### config.mk
export PLATFORM = sky130hd
export DESIGN_NAME = lpm_ctrl
export DESIGN_NICKNAME = d
export VERILOG_FILES = /design/src/rtl/lpm_pkg.sv /design/src/rtl/lpm_wake_enc.sv /design/src/rtl/lpm_seq.sv /design/src/rtl/lpm_clk_gate.sv /design/src/rtl/lpm_ctrl.sv
export SDC_FILE = /design/constraint.sdc
export NUM_CORES = 1
export LEC_CHECK = 0
export ABC_CLOCK_PERIOD_IN_PS = 2500
export CORE_MARGIN = 3
export CORE_UTILIZATION = 41
export DETAILED_ROUTE_END_ITERATION = 10
export PLACE_DENSITY = 0.82
export SETUP_SLACK_MARGIN = 0.15
export SLEW_MARGIN = 20
export SYNTH_ARGS = -nofsm -noshare
export SYNTH_HDL_FRONTEND = slang
export SYNTH_HIERARCHICAL = 1
export SYNTH_SLANG_ARGS = --single-unit
### constraint.sdc
create_clock -name clk -period 2.5 [get_ports clk]
set_input_delay 0.375 -clock clk [delete_from_list [all_inputs] [get_ports clk]]
set_output_delay 0.375 -clock clk [all_outputs]
set_load 0.01 [all_outputs]
### src/rtl/lpm_pkg.sv
// Shared types for the low-power entry controller.
// Assumes: encodings below are visible at the top ports and must not change.
package lpm_pkg;
    typedef enum logic [1:0] {
        LP_RUN  = 2'd0,
        LP_NAP  = 2'd1,
        LP_DEEP = 2'd2
    } lp_state_e;

    typedef enum logic [1:0] {
        CKO_RUN = 2'd0,
        CKO_LOW = 2'd1,
        CKO_HIZ = 2'd2
    } cko_mode_e;
endpackage

### src/rtl/lpm_wake_enc.sv
// Wake-source encoder: flags any pending interrupt and picks the code of the
// highest-priority one (NMI, then IRQ lowest index, then peripheral lowest index).
// Assumes: inputs are already synchronous to clk; purely combinational.
module lpm_wake_enc #(
    parameter int          N_IRQ     = 4,
    parameter int          N_PIRQ    = 4,
    parameter int          CODE_W    = 8,
    parameter logic [7:0]  NMI_CODE  = 8'h01,
    parameter logic [7:0]  IRQ_BASE  = 8'h10,
    parameter logic [7:0]  PIRQ_BASE = 8'h40
) (
    input  logic              nmi,
    input  logic [N_IRQ-1:0]  irq,
    input  logic [N_PIRQ-1:0] pirq,
    output logic              wake_any,
    output logic [CODE_W-1:0] src_code
);
    localparam logic [CODE_W-1:0] NMI_C  = CODE_W'(NMI_CODE);
    localparam logic [CODE_W-1:0] IRQ_C  = CODE_W'(IRQ_BASE);
    localparam logic [CODE_W-1:0] PIRQ_C = CODE_W'(PIRQ_BASE);

    // Per-line code tables, one entry per request line.
    logic [CODE_W-1:0] irq_code  [N_IRQ];
    logic [CODE_W-1:0] pirq_code [N_PIRQ];

    for (genvar gi = 0; gi < N_IRQ; gi++) begin : g_irq_code
        assign irq_code[gi] = IRQ_C + CODE_W'(gi);
    end
    for (genvar gp = 0; gp < N_PIRQ; gp++) begin : g_pirq_code
        assign pirq_code[gp] = PIRQ_C + CODE_W'(gp);
    end

    // Any pending request counts as a wake event.
    assign wake_any = nmi | (|irq) | (|pirq);

    // Priority pick: later assignments override, so scan low-to-high priority.
    always_comb begin
        src_code = '0;
        for (int p = N_PIRQ - 1; p >= 0; p--) begin
            if (pirq[p]) src_code = pirq_code[p];
        end
        for (int q = N_IRQ - 1; q >= 0; q--) begin
            if (irq[q]) src_code = irq_code[q];
        end
        if (nmi) src_code = NMI_C;
    end
endmodule

### src/rtl/lpm_seq.sv
// Power-state sequencer: enters light sleep or deep standby on a sleep request,
// leaves on interrupt (light sleep only) or reset request, and issues the
// one-cycle strobes and the latched event code.
// Assumes: sleep_req is a pulse from the core; reset requests beat interrupts.
module lpm_seq
    import lpm_pkg::*;
#(
    parameter int CODE_W = 8
) (
    input  logic              clk,
    input  logic              rst_n,
    input  logic              sleep_req,
    input  logic              standby_sel,
    input  logic              rst_any,
    input  logic              wake_any,
    input  logic [CODE_W-1:0] src_code,
    output lp_state_e         state_q,
    output logic              exc_req,
    output logic              rst_wake,
    output logic              periph_init,
    output logic [CODE_W-1:0] evt_code
);
    lp_state_e state_d;
    logic      go_sleep;
    logic      int_wake;

    // Entry is allowed only from run and only without a competing reset.
    assign go_sleep = (state_q == LP_RUN) && sleep_req && !rst_any;
    // Interrupt wake applies to light sleep only, and loses to reset.
    assign int_wake = (state_q == LP_NAP) && wake_any && !rst_any;

    // Next-state selection.
    always_comb begin
        state_d = state_q;
        unique case (state_q)
            LP_RUN:  if (go_sleep) state_d = standby_sel ? LP_DEEP : LP_NAP;
            LP_NAP:  if (rst_any || wake_any) state_d = LP_RUN;
            LP_DEEP: if (rst_any) state_d = LP_RUN;
            default: state_d = LP_RUN;
        endcase
    end

    // State register and one-cycle strobes.
    always_ff @(posedge clk) begin
        if (!rst_n) begin
            state_q     <= LP_RUN;
            exc_req     <= 1'b0;
            rst_wake    <= 1'b0;
            periph_init <= 1'b0;
        end else begin
            state_q     <= state_d;
            exc_req     <= int_wake;
            rst_wake    <= (state_q != LP_RUN) && rst_any;
            periph_init <= go_sleep && standby_sel;
        end
    end

    // Event-code register, written only on an interrupt wake.
    always_ff @(posedge clk) begin
        if (!rst_n) begin
            evt_code <= '0;
        end else if (int_wake) begin
            evt_code <= src_code;
        end
    end

    AST_NAP_ENTRY: assert property (@(posedge clk) disable iff (!rst_n)
        (state_q == LP_RUN && sleep_req && !rst_any && !standby_sel) |=> (state_q == LP_NAP));
    AST_DEEP_ENTRY: assert property (@(posedge clk) disable iff (!rst_n)
        (state_q == LP_RUN && sleep_req && !rst_any && standby_sel) |=> (state_q == LP_DEEP && periph_init));
    AST_INIT_ONE_CYCLE: assert property (@(posedge clk) disable iff (!rst_n)
        periph_init |=> !periph_init);
    AST_RST_BEATS_IRQ: assert property (@(posedge clk) disable iff (!rst_n)
        (state_q != LP_RUN && rst_any) |=> (state_q == LP_RUN && rst_wake && !exc_req));
    AST_REQ_IGNORED: assert property (@(posedge clk) disable iff (!rst_n)
        (state_q == LP_DEEP && !rst_any) |=> (state_q == LP_DEEP && !periph_init));
    AST_EVT_HELD: assert property (@(posedge clk) disable iff (!rst_n)
        !int_wake |=> $stable(evt_code));
endmodule

### src/rtl/lpm_clk_gate.sv
// Clock-enable decode: maps the power state and the clock-pin configuration
// to the core/peripheral enables and the external clock pin mode.
// Assumes: configuration bits are static while in standby; combinational.
module lpm_clk_gate
    import lpm_pkg::*;
(
    input  lp_state_e   state_q,
    input  logic        clkout_en,
    input  logic        clkout_hiz,
    output logic        core_clk_en,
    output logic        periph_clk_en,
    output cko_mode_e   clkout_mode
);
    // Core runs only in run; peripherals stop only in deep standby.
    always_comb begin
        core_clk_en   = (state_q == LP_RUN);
        periph_clk_en = (state_q != LP_DEEP);
    end

    // Pin mode: only deep standby consults the two configuration bits.
    always_comb begin
        if (state_q != LP_DEEP || clkout_en) begin
            clkout_mode = CKO_RUN;
        end else if (clkout_hiz) begin
            clkout_mode = CKO_HIZ;
        end else begin
            clkout_mode = CKO_LOW;
        end
    end
endmodule

### src/rtl/lpm_ctrl.sv
// Low-power entry controller top: ties the wake encoder, sequencer and clock
// gating together and exposes the state and strobes.
// Assumes: all inputs synchronous to clk; rst_n is synchronous active-low.
module lpm_ctrl
    import lpm_pkg::*;
#(
    parameter int          N_IRQ     = 4,
    parameter int          N_PIRQ    = 4,
    parameter int          CODE_W    = 8,
    parameter logic [7:0]  NMI_CODE  = 8'h01,
    parameter logic [7:0]  IRQ_BASE  = 8'h10,
    parameter logic [7:0]  PIRQ_BASE = 8'h40
) (
    input  logic              clk,
    input  logic              rst_n,
    input  logic              sleep_req,
    input  logic              standby_sel,
    input  logic              clkout_en,
    input  logic              clkout_hiz,
    input  logic              blk_bit,
    input  logic              nmi,
    input  logic [N_IRQ-1:0]  irq,
    input  logic [N_PIRQ-1:0] pirq,
    input  logic              por_req,
    input  logic              mrst_req,
    output logic [1:0]        lp_state,
    output logic              core_clk_en,
    output logic              periph_clk_en,
    output logic [1:0]        clkout_mode,
    output logic              periph_init,
    output logic              exc_req,
    output logic              rst_wake,
    output logic [CODE_W-1:0] evt_code
);
    lp_state_e         state_q;
    cko_mode_e         cko;
    logic              wake_any;
    logic              rst_any;
    logic [CODE_W-1:0] src_code;

    // Either reset request leaves a low-power state.
    assign rst_any = por_req | mrst_req;

    lpm_wake_enc #(
        .N_IRQ(N_IRQ), .N_PIRQ(N_PIRQ), .CODE_W(CODE_W),
        .NMI_CODE(NMI_CODE), .IRQ_BASE(IRQ_BASE), .PIRQ_BASE(PIRQ_BASE)
    ) u_wake_enc (
        .nmi(nmi), .irq(irq), .pirq(pirq),
        .wake_any(wake_any), .src_code(src_code)
    );

    lpm_seq #(.CODE_W(CODE_W)) u_seq (
        .clk(clk), .rst_n(rst_n), .sleep_req(sleep_req), .standby_sel(standby_sel),
        .rst_any(rst_any), .wake_any(wake_any), .src_code(src_code),
        .state_q(state_q), .exc_req(exc_req), .rst_wake(rst_wake),
        .periph_init(periph_init), .evt_code(evt_code)
    );

    lpm_clk_gate u_clk_gate (
        .state_q(state_q), .clkout_en(clkout_en), .clkout_hiz(clkout_hiz),
        .core_clk_en(core_clk_en), .periph_clk_en(periph_clk_en), .clkout_mode(cko)
    );

    assign lp_state    = state_q;
    assign clkout_mode = cko;

    AST_BLK_NO_MASK: assert property (@(posedge clk) disable iff (!rst_n)
        (state_q == LP_NAP && blk_bit && wake_any && !rst_any) |=> (exc_req && core_clk_en));
    AST_WAKE_EXC: assert property (@(posedge clk) disable iff (!rst_n)
        (state_q == LP_NAP && wake_any && !rst_any) |=> (state_q == LP_RUN && exc_req));
    AST_DEEP_DEAF: assert property (@(posedge clk) disable iff (!rst_n)
        (state_q == LP_DEEP && !rst_any) |=> (!exc_req && !periph_clk_en));
    AST_EXC_PULSE: assert property (@(posedge clk) disable iff (!rst_n)
        exc_req |=> !exc_req);
endmodule

Word level (Yosys, flattened, before mapping) --
Index checks and enable logic that the tools add are counted.
Word-level totals: logic and storage cells 44, output and inout bits 17, flip-flop bits (word level) 13, input port bits 18
Operators by class: equal/unequal tests 6, bitwise logic cells 3, reduce and logical (&&, ||, !) cells 14, mux-type cells 16
Operators by type and width (count):
- 7-bit 2-to-1 mux | 9
- 2-bit 2-to-1 mux | 6
- 4-bit OR reduction | 2
- 1-bit logical AND | 6
- 2-bit case mux with 3 select lines | 1
- 2-bit by 1-bit inequality test with 1-bit output, second input constant | 2
- 2-bit inequality test, second input constant | 2
- 1-bit bitwise OR | 3
- 3-bit AND reduction | 1
- 2-bit by 1-bit equality test with 1-bit output, second input constant | 1
- 2-bit equality test, second input constant | 1
- 2-bit zero test | 1
- 1-bit logical OR | 2
- 2-bit nonzero test | 1
- 1-bit zero test | 1

Depth between registers and ports, before layout --
word-level depth 9, mapped depth 6, gate-level depth less buffers 5

By module --
Netlist, hierarchy kept.
Modules (own cells, without submodules):
- lpm_seq | area an instance 505.5 um^2, cells each 52, sequential area each 260.2 um^2, instances 1
- lpm_wake_enc | area an instance 131.4 um^2, cells each 22, sequential area each 0.0 um^2, instances 1
- lpm_clk_gate | area an instance 37.5 um^2, cells each 4, sequential area each 0.0 um^2, instances 1
- lpm_ctrl | area an instance 6.3 um^2, cells each 1, sequential area each 0.0 um^2, instances 1

Worst setup path after synthesis --
No wires, ideal clock.
kind input to register, start point in irq[1], end point reg u_seq.state_q[0], setup time 0.103 ns, path buffers 0, data arrival time 1.457 ns, stages 5, slack 0.939 ns, required time 2.397 ns, cells stage by stage or3_4 nor3_1 nand2_1 or2b_1 a2111oi_2
Between the ends: word-level cells in the longest chain between the ends 6
RTL lines:
- start: declaration | line lpm_ctrl.sv:22 | input logic [N_IRQ-1:0] irq,
- 4-bit OR reduction | line lpm_wake_enc.sv:34 | assign wake_any = nmi | (|irq) | (|pirq);
- 1-bit bitwise OR (2 in series) | line lpm_wake_enc.sv:34
- net wake_any | line lpm_ctrl.sv:37 | logic wake_any;
- 1-bit logical OR | line lpm_seq.sv:37 | LP_NAP: if (rst_any || wake_any) state_d = LP_RUN;
- 2-bit inequality test (no source line)
- 3-bit AND reduction (no source line)
- end signal: assignment | line lpm_seq.sv:51 | state_q <= state_d;
- end: declaration | line lpm_seq.sv:17 | output lp_state_e state_q,
The timed path passes the listed nets, and every way through them passes these cells. A chain may end at the register's enable or synchronous reset.

Final worst setup path --
start point reg u_seq.state_q[1], end point out clkout_mode[0]
Between the ends: word-level cells in the longest chain between the ends 3
RTL lines:
- 2-bit inequality test | line lpm_clk_gate.sv:22 | if (state_q != LP_DEEP || clkout_en) begin
- 1-bit logical OR | line lpm_clk_gate.sv:22
- 2-bit 2-to-1 mux | line lpm_clk_gate.sv:22
- end: declaration | line lpm_ctrl.sv:29 | output logic [1:0] clkout_mode,
No other way between the ends.

==> flow_metrics.env <==
export IMPL_cts_tree="done"
export IMPL_crit_fanout=10
export IMPL_synth_fa_ha_area_frac=0
export IMPL_finalSetupViolations=0
export IMPL_antenna_left=0
export IMPL_period_share=0.809
export IMPL_synth_compound_area_frac=0.0974
export IMPL_r2r_cells=3
export IMPL_crit_required_ns=2.12
export IMPL_p_leak_nw=0.383
export IMPL_r2r_end="u_seq/evt_code[1]$_SDFFE_PN0P_"
export IMPL_async_flop_share=0
export IMPL_antenna_found_initial=0
export IMPL_finalWeightedCongestion=0.705
export IMPL_synth_mux_area_frac=0.118
export IMPL_grt_pass1_vias=600
export IMPL_start_kind="flip-flop"
export IMPL_synth_area_leaders="dfxtp_1 38%, mux2i_1 12%, nand2_1 9.9%"
export IMPL_grt_overflow_total=0
export IMPL_crit_path_end_kind="primary output"
export IMPL_via_per_inst=4.87
export IMPL_hold_path_startpoint="u_seq/evt_code[5]$_SDFFE_PN0P_"
export IMPL_initial_core_util=0.442
export IMPL_fmax_mhz=494
export IMPL_core_region_area_sq_um=1540
export IMPL_totalPowerFinal_mw=0.395
export IMPL_grt_pass1_wl_mm=2.48
export IMPL_synth_seq_cells=13
export IMPL_ys_seq_area_frac=0.382
export IMPL_cts_root_buffer="clkbuf_4"
export IMPL_post_cts_setup_buffer_count=0
export IMPL_htreeDepth=1
export IMPL_synth_top_area_cell="dfxtp_1"
export IMPL_crit_end="clkout_mode[0]"
export IMPL_ys_types=27
export IMPL_synth_xor_area_share=0
export IMPL_synth_most_common_cell="nand2_1"
export IMPL_cts_buffer_depth=2
export IMPL_drc_errors=0
export IMPL_hpwl_mm=1.15
export IMPL_startpoint="u_seq/state_q[1]$_SDFFE_PN0P_"
export IMPL_synth_common_cells="18 x nand2_1, 13 x dfxtp_1, 8 x mux2i_1, 6 x nor2_1, 5 x buf_4"
export IMPL_worstSkewPairLatency_ns=0.26
export IMPL_routedWlPerCell_microns=11.6
export IMPL_synthesis_instances=79
export IMPL_syn2layout_area_growth_pct=53.1
export IMPL_skew_ns=0.00128
export IMPL_ff2ff_setup_slack_ns=1.11
export IMPL_syn_area_per_cell_sq_um=8.62
export IMPL_cts_resized=0
export IMPL_max_cap_viol_count=0
export IMPL_die_area_sq_um=2190
export IMPL_vdd_drop_max_mv=0.309
export IMPL_hp_class="reg2reg"
export IMPL_die_x_microns=46.7
export IMPL_synth_top_area_frac=0.382
export IMPL_synth_warnings=6
export IMPL_dpl_cell_area_sq_um=1020
export IMPL_drt_iter0_markers=4
export IMPL_clock_sinks=13
export IMPL_grt_start_max_net_pins=21
export IMPL_crit_type="reg2out"
export IMPL_syn_area_sq_um=681
export IMPL_clk_pin_slew_ns=0.07
export IMPL_setup_tns_ns=0
export IMPL_die_height_microns=46.7
export IMPL_cellPowerDensity_nw_per_um2=379
export IMPL_postRouteWirelength_mm=1.51
export IMPL_synthFlopType="dfxtp_1"
export IMPL_num_rows=14
export IMPL_drt_pass1_iter_count=2
export IMPL_r2r_start="u_seq/state_q[0]$_SDFFE_PN0P_"
export IMPL_synth_edff_count=0
export IMPL_drive_gt1_frac=0.105
export IMPL_cts_hold_buffers=0
export IMPL_synth_simple_area_share=0.311
export IMPL_fin_nets=133
export IMPL_synth_top_family_by_area="simple AND/OR/NAND/NOR gates"
export IMPL_io_pins=35
export IMPL_n_antenna_cell=0
export IMPL_cts_buffers=3
export IMPL_rsz0062_at_grt="no"
export IMPL_fin_area_sq_um=1040
export IMPL_num_vias=633
export IMPL_hold_violations=0
export IMPL_outcome="finished clean"
export IMPL_io_buffers=33
export IMPL_maxSlewViolCount=0
export IMPL_grt_usage=0.157
export IMPL_crit_arrival_ns=1.65
export IMPL_post_route_min_period_ns=2.02
[final cells by class]
class / count / area, sq um
Timing Repair Buffer: 35 / 345
Inverter: 3 / 11.3
Tap cell: 16 / 20.0
Clock buffer: 4 / 26.3
Sequential cell: 13 / 260
Fill cell: 125 / 499
Multi-Input combinational cell: 59 / 379
[per-stage QoR]
| step | worst slack, ns | hold slack, ns | std cells | utilization |
|---|---|---|---|---|
| final | 0.477 | 0.461 | 130 | 0.676 |
| after CTS | 0.449 | 0.463 | 130 | 0.676 |
| after global placement | 0.378 | 0.442 | 126 | 0.659 |
| after global routing | 0.374 | 0.487 | 130 | 0.676 |
| after floorplan | 0.939 | 0.479 | 82 | - |
| after detailed placement | 0.322 | 0.453 | 126 | 0.659 |
[flip-flops by register name (all words and copies together) (netlist names)]
name / count
u_seq/state_q: 2
u_seq/evt_code: 8
u_seq/exc_req: 1
u_seq/periph_init: 1
u_seq/rst_wake: 1
[cells by family (layout without fill, tap and decap cells)]
logic type / Yosys count / in the layout
AND/OR/NAND/NOR: 38 / 38
other: 1 / 4
buffers and inverters: 10 / 42
multiplexers: 8 / 8
flip-flops: 13 / 13
AO/OA/AOI/OAI: 9 / 9
[placed cells by master (no fill, tap or decap), drive strengths merged, types with 2 or more instances in the layout]
cell type	Yosys	final
clkdlybuf4s50	0	33
nand2	18	18
dfxtp	13	13
mux2i	8	8
nor2	6	6
a21oi	4	4
conb	1	4
clkbuf	0	4
inv	3	3
nor3	2	2
buf	7	2
or3b	2	2
nor4	2	2
[power breakdown]
part / total [mW] / switching (mW) / internal, mW
sequential: 0.210 / 0.00185 / 0.208
clock: 0.122 / 0.0602 / 0.0616
combinational: 0.0628 / 0.0256 / 0.0373
[metal layers]
metal  track usage  share of wire  vias up
met1         0.193           0.45      275
met5             0              0        -
met4        0.0497          0.011        0
met2         0.264           0.45       19
met3        0.0460          0.088        4
li1              -              -      335
[worst min path at each step]
stage / to / slack, ns / cells after the start
6_report: u_seq/evt_code[5]$_SDFFE_PN0P_ / 0.46 / 2
5_1_grt: u_seq/evt_code[4]$_SDFFE_PN0P_ / 0.49 / 2
4_1_cts: u_seq/evt_code[0]$_SDFFE_PN0P_ / 0.46 / 2
3_5_place_dp: u_seq/evt_code[0]$_SDFFE_PN0P_ / 0.45 / 2
3_3_place_gp: u_seq/evt_code[5]$_SDFFE_PN0P_ / 0.44 / 2
2_1_floorplan: u_seq/evt_code[0]$_SDFFE_PN0P_ / 0.48 / 2
[critical path: stages (launching register included)]
cell and delay [ns]:
dfxtp_1 0.54, nor4b_2 0.26, clkdlybuf4s50_1 0.58
Power figures use the tool's default switching activity.
